$ cat src/rtl/lud_cnt_pkg.sv
package lud_cnt_pkg;
  typedef enum logic {DIR_DOWN = 1'b0, DIR_UP = 1'b1} dir_e;

  function automatic logic is_full4(input logic [3:0] v);
    return &v;
  endfunction
endpackage

$ cat src/rtl/nib_counter.sv
module nib_counter
  import lud_cnt_pkg::*;
#(
  parameter int W = 4
) (
  input  logic         clk,
  input  logic         clr,
  input  logic         dir_up,
  input  logic         load_n,
  input  logic         en_n,
  input  logic [W-1:0] load_val,
  output logic [W-1:0] val,
  output logic         full_n
);
  localparam logic [W-1:0] ONE = {{(W-1){1'b0}}, 1'b1};

  dir_e dir;
  assign dir = dir_e'(dir_up);

  always_ff @(posedge clk or posedge clr) begin
    if (clr) begin
      val <= '0;
    end else if (!en_n) begin
      if (!load_n)            val <= load_val;
      else if (dir == DIR_UP) val <= val + ONE;
      else                    val <= val - ONE;
    end
  end

  assign full_n = ~(&val);

  // a disabled stage keeps its value
  a_r4_hold: assert property (@(posedge clk) disable iff (clr)
    en_n |=> $stable(val));
  // an enabled load takes the parallel value
  a_r5_load: assert property (@(posedge clk) disable iff (clr)
    (!en_n && !load_n) |=> (val == $past(load_val)));
  // enabled up count
  a_r2_up: assert property (@(posedge clk) disable iff (clr)
    (!en_n && load_n && dir_up) |=> (val == $past(val) + ONE));
  // enabled down count
  a_r2_down: assert property (@(posedge clk) disable iff (clr)
    (!en_n && load_n && !dir_up) |=> (val == $past(val) - ONE));
  // clear dominates at every edge it covers
  a_r8_clr: assert property (@(posedge clk) clr |-> (val == '0));
endmodule

$ cat src/rtl/cascade_link.sv
module cascade_link #(
  parameter int N = 2
) (
  input  logic         en_n,
  input  logic         ld_eff_n,
  input  logic [N-1:0] stage_full_n,
  output logic [N-1:0] stage_en_n,
  output logic         chain_full_n
);
  logic [N:0] below_full;
  assign below_full[0] = 1'b1;

  for (genvar k = 0; k < N; k++) begin : g_link
    assign below_full[k+1] = below_full[k] & ~stage_full_n[k];
    // a load enables every stage; counting only those whose lower stages are full
    assign stage_en_n[k]   = en_n | (ld_eff_n & ~below_full[k]);
  end

  assign chain_full_n = ~below_full[N];
endmodule

$ cat src/rtl/restart_sel.sv
module restart_sel #(
  parameter int W = 8
) (
  input  logic         load_n,
  input  logic         wrap_en,
  input  logic         chain_full_n,
  input  logic [W-1:0] load_data,
  input  logic [W-1:0] restart_val,
  output logic         ld_eff_n,
  output logic [W-1:0] ld_val
);
  logic wrap_hit;
  assign wrap_hit = wrap_en & ~chain_full_n;
  assign ld_eff_n = load_n & ~wrap_hit;
  assign ld_val   = (!load_n) ? load_data : restart_val;
endmodule

$ cat src/rtl/lud_counter_chain.sv
module lud_counter_chain
  import lud_cnt_pkg::*;
#(
  parameter int NIB_W = 4,
  parameter int NIBS  = 2
) (
  input  logic                  clk,
  input  logic                  clr,
  input  logic                  dir_up,
  input  logic                  load_n,
  input  logic                  cnt_en_n,
  input  logic                  wrap_en,
  input  logic [NIB_W*NIBS-1:0] load_data,
  input  logic [NIB_W*NIBS-1:0] restart_val,
  output logic [NIB_W*NIBS-1:0] count,
  output logic                  all_ones_n
);
  localparam int WIDTH = NIB_W * NIBS;

  logic             ld_eff_n;
  logic [WIDTH-1:0] ld_val;
  logic [NIBS-1:0]  stage_en_n;
  logic [NIBS-1:0]  stage_full_n;

  restart_sel #(.W(WIDTH)) u_sel (
    .load_n      (load_n),
    .wrap_en     (wrap_en),
    .chain_full_n(all_ones_n),
    .load_data   (load_data),
    .restart_val (restart_val),
    .ld_eff_n    (ld_eff_n),
    .ld_val      (ld_val)
  );

  cascade_link #(.N(NIBS)) u_link (
    .en_n        (cnt_en_n),
    .ld_eff_n    (ld_eff_n),
    .stage_full_n(stage_full_n),
    .stage_en_n  (stage_en_n),
    .chain_full_n(all_ones_n)
  );

  for (genvar k = 0; k < NIBS; k++) begin : g_stage
    nib_counter #(.W(NIB_W)) u_nib (
      .clk     (clk),
      .clr     (clr),
      .dir_up  (dir_up),
      .load_n  (ld_eff_n),
      .en_n    (stage_en_n[k]),
      .load_val(ld_val[k*NIB_W +: NIB_W]),
      .val     (count[k*NIB_W +: NIB_W]),
      .full_n  (stage_full_n[k])
    );
  end

  // the all-ones flag tracks the count at the top level
  always_comb begin
    if (!clr) a_r6_flag: assert ((all_ones_n == 1'b0) == (count == '1));
  end
  // the all-ones state with wrap enabled restarts from restart_val
  a_r7_wrap: assert property (@(posedge clk) disable iff (clr)
    (wrap_en && !cnt_en_n && load_n && !all_ones_n) |=> (count == $past(restart_val)));
  // upper nibbles hold while the low nibble is not full
  a_r3_hold_hi: assert property (@(posedge clk) disable iff (clr)
    (!cnt_en_n && load_n && !is_full4(count[3:0]))
    |=> $stable(count[WIDTH-1:NIB_W]));
endmodule

$ cat config.mk
export PLATFORM = sky130hd
export DESIGN_NAME = lud_counter_chain
export DESIGN_NICKNAME = d
export VERILOG_FILES = /design/src/rtl/lud_cnt_pkg.sv /design/src/rtl/nib_counter.sv /design/src/rtl/cascade_link.sv /design/src/rtl/restart_sel.sv /design/src/rtl/lud_counter_chain.sv
export SDC_FILE = /design/constraint.sdc
export NUM_CORES = 1
export LEC_CHECK = 0
export ABC_AREA = 1
export ABC_CLOCK_PERIOD_IN_PS = 2300
export CAP_MARGIN = 20
export CORE_AREA = 2 2 39 41
export CTS_CLUSTER_DIAMETER = 50
export DETAILED_ROUTE_END_ITERATION = 8
export DIE_AREA = 0 0 41 43
export DONT_BUFFER_PORTS = 1
export PLACE_DENSITY = 0.73
export SYNTH_ARGS = -nofsm -noshare
export SYNTH_HDL_FRONTEND = slang
export SYNTH_HIERARCHICAL = 1
export SYNTH_SLANG_ARGS = --single-unit
$ cat constraint.sdc
create_clock -name clk -period 2.3 [get_ports clk]
set_clock_uncertainty 0.15 [all_clocks]
set_input_delay 0.345 -clock clk [delete_from_list [all_inputs] [get_ports clk]]
set_output_delay 0.345 -clock clk [all_outputs]
set_load 0.05 [all_outputs]
==> impl_metrics.py <==
metrics = {
    "grt": {
        "global_route.usage.total_pct": 20.9,
        "grt_pass1_vias": 658,
        "wire_length_of_the_first_global_routing_pass_um": 2530,
        "globalRouteMet2Util_pct": 32.2,
        "grt_util_met3_pct": 6.28,
        "top_usage_layer": "met2",
        "grt_start_max_net_pins": 10,
        "groute.layer.met1.usage_pct": 27.4,
        "globalRoute.totalOverflow": 0,
        "initial_antenna_violation_count": 0,
    },
    "sta": {
        "drv_slew": 0,
        "slew_headroom_pct": 86.9,
        "hold-worst-slack_ns": 0.0553,
        "fin_hold_viols": 0,
        "setup_viol": 0,
        "min_period_ns": 1.71,
        "final_critical_path_setup_slack_ns": 0.586,
        "rsz0062_at_grt": "false",
        "max_clock_freq_mhz": 583,
        "final.period_utilization_pct": 74.5,
        "tightest_slew_ns": 0.195,
        "fin_tns_setup_ns": 0,
    },
    "hold_path": {
        "hold-path-endpoint": "g_stage[0].u_nib/val[0]$_DFFE_PP0N_",
        "worstHoldStart": "cnt_en_n",
        "whs_path_depth": 2,
        "hold_class": "in -> reg",
    },
    "finish": {
        "finalInstanceArea_um2": 860,
        "ratio_of_cells_with_drive_above_1_in_the_final_layout_pct": 13.3,
        "antenna-diode-count": 0,
        "layout_top_registers": "g_stage.u_nib/val: 8 flops",
        "final_net_count": 165,
        "largest_register_ff_count": 8,
        "layout.filler_cells": 138,
        "area_growth_syn_to_layout_pct": 15.5,
        "regMostFlops": "g_stage.u_nib/val",
    },
    "critical_path": {
        "setup.worst_path.end_class": "register",
        "critical_path_data_required_time_ns": 2.27,
        "max_fo_critical_path": 9,
        "timing.critical_path.from": "g_stage[0].u_nib/val[2]$_DFFE_PP0N_",
        "r2r-start": "g_stage[0].u_nib/val[2]$_DFFE_PP0N_",
        "startpoint_type": "register",
        "reg2reg_setup_slack_ns": 0.59,
        "crit_arrival_ns": 1.69,
        "timing.setup.critical_path_class": "reg -> reg",
        "worst_r2r_path_depth": 11,
        "r2r_end": "g_stage[1].u_nib/val[2]$_DFFE_PP0N_",
    },
    "clock_network": {
        "tritoncts.num_buffers": 3,
        "cts.repair.resized": 0,
        "worst_skew_pair.late_latency_ns": 0.25,
        "cts_num_sinks": 8,
        "max_clock_buf_depth": 2,
        "cts.clk_slew.worst_paths_ns": 0.06,
        "h-tree-depth": 1,
        "cts_tree": "built",
        "cts_root_buf": "clkbuf_4",
    },
    "die": {
        "num_io_pins": 31,
        "start_util_pct": 53.8,
        "placeableCoreArea_um2": 1380,
        "die_area_um2": 1760,
        "die_w_um": 41,
        "die_height_um": 43,
        "std_cell_rows": 14,
    },
    "flow_run": {
        "maxCapViolCount": 0,
    },
    "synthesis": {
        "synth_largest_type_area_fraction_pct": 28.7,
        "async_flop_share_pct": 100,
        "synth_nets": 151,
        "netlist_area_um2": 744,
        "synth.yosys.seq_area_share_pct": 26.9,
        "synth-seq-cells": 8,
        "ys_types": 14,
        "synth.area.top_cells": "nand2_1 (29%), dfrtp_1 (27%), a21oi_1 (7.4%), inv_1 (7.1%), ha_1 (6.7%)",
        "synth_cells": 123,
        "synth-edff-count": 0,
        "yosysTopAreaCell": "nand2_1",
        "postSynthAreaPerCell_um2": 6.05,
        "yosys_warnings": 6,
        "synth_top_cells_by_count": "nand2_1 (57), inv_1 (14), a21oi_1 (11), nor2_1 (10), dfrtp_1 (8)",
        "synth_ff_type": "dfrtp_1",
        "synthMostInstantiatedCell": "nand2_1",
    },
    "power_and_ir_drop": {
        "ir_worst_vdd_mv": 0.259,
        "pwr_density_cell_nw_per_um2": 737,
        "leakage_nw": 0.519,
    },
    "route": {
        "detail_route.vias_per_cell": 5.24,
        "count_of_tritonroute_iterations_in_the_first_routing_pass": 4,
        "wire_per_inst_um": 10.8,
        "detailroute.via_count": 791,
        "drt_first_iter_violations": 10,
        "detail_route.drc_violations": 0,
        "drt.antenna.violating_nets": 0,
        "postRouteWirelength_um": 1630,
    },
    "place": {
        "place_area_um2": 827,
        "detail_placement_hpwl_um": 1400,
        "post-place-ws_ns": 0.620,
        "gp_congestion": 0.831,
        "io_buffer_count": 0,
    },
    "status": {
        "run_status": "finished clean",
    },
}
[per-layer routing]
layer | part of all wire [%] | vias to the layer above
met4 | 0.86 | 0
met3 | 9.1 | 2
met1 | 45 | 343
met2 | 45 | 39
li1 | - | 407
met5 | 0 | -
[metrics by stage]
stage	util, %	power [mW]	std cells
2_1_floorplan	-	0.445	123
3_3_place_gp	59.8	0.521	147
3_5_place_dp	59.8	0.528	147
4_1_cts	62.1	0.638	151
5_1_grt	62.1	0.683	151
6_report	62.1	0.633	151
[how the worst max path moves through the flow]
stage	endpoint	slack [ns]	depth (start not counted)
after floorplan	g_stage[1].u_nib/val[2]$_DFFE_PP0N_	0.12	10
after detailed placement	g_stage[1].u_nib/val[2]$_DFFE_PP0N_	0.62	11
after CTS	g_stage[1].u_nib/val[2]$_DFFE_PP0N_	0.60	11
final	g_stage[1].u_nib/val[2]$_DFFE_PP0N_	0.59	11
after global placement	g_stage[1].u_nib/val[1]$_DFFE_PP0N_	0.71	11
after global routing	g_stage[1].u_nib/val[2]$_DFFE_PP0N_	0.49	11
[cells in the final DEF (no fill, tap or decap), drive strengths merged]
| cell | instances |
|---|---|
| nand3 | 4 |
| fa | 2 |
| nand4 | 2 |
| o21ai | 4 |
| dfrtp | 8 |
| clkbuf | 3 |
| dlygate4sd3 | 1 |
| a21oi | 11 |
| or2 | 2 |
| ha | 4 |
| inv | 17 |
| buf | 10 |
| nor2 | 10 |
| nand2 | 57 |
[what timing repair did]
action | CTS | global route
endpoints found under the hold margin | 8 | 0
hold buffers | 1 | 0
setup buffers | 0 | 0
[worst max-delay path: stages (launching register included)]
cell and delay (ns):
dfrtp_1 0.41, nand4_1 0.11, inv_1 0.06, nand2_2 0.08, inv_1 0.05, a21oi_2 0.10
buf_4 0.17, nand2_1 0.07, nand2_1 0.16, inv_1 0.10, nor2_1 0.09, a21oi_1 0.04
[area by class of cell]
cell class                 instances  area [µm²]  area share [%]
multi-input combinational         96         468            54.4
sequential                         8         200            23.3
timing repair buffer              11        85.1            9.90
inverter                          17        63.8            7.42
clock buffer                       3        22.5            2.62
tap                               16        20.0            2.33
[logic make-up (layout without fill, tap and decap cells)]
logic type               after synthesis  in the layout  synth area share [%]
buffers and inverters                 19             31                  11.1
AND/OR/NAND/NOR                       75             75                  39.8
adder cells (fa/ha/maj)                6              6                  12.1
flip-flops                             8              8                  26.9
AO/OA/AOI/OAI                         15             15                  10.1
[where the power goes]
group	switching, mW	internal [mW]
clock	0.0467	0.0597
combinational	0.230	0.109
sequential	0.0191	0.169
Note: power is estimated with default switching activity, not from simulation.
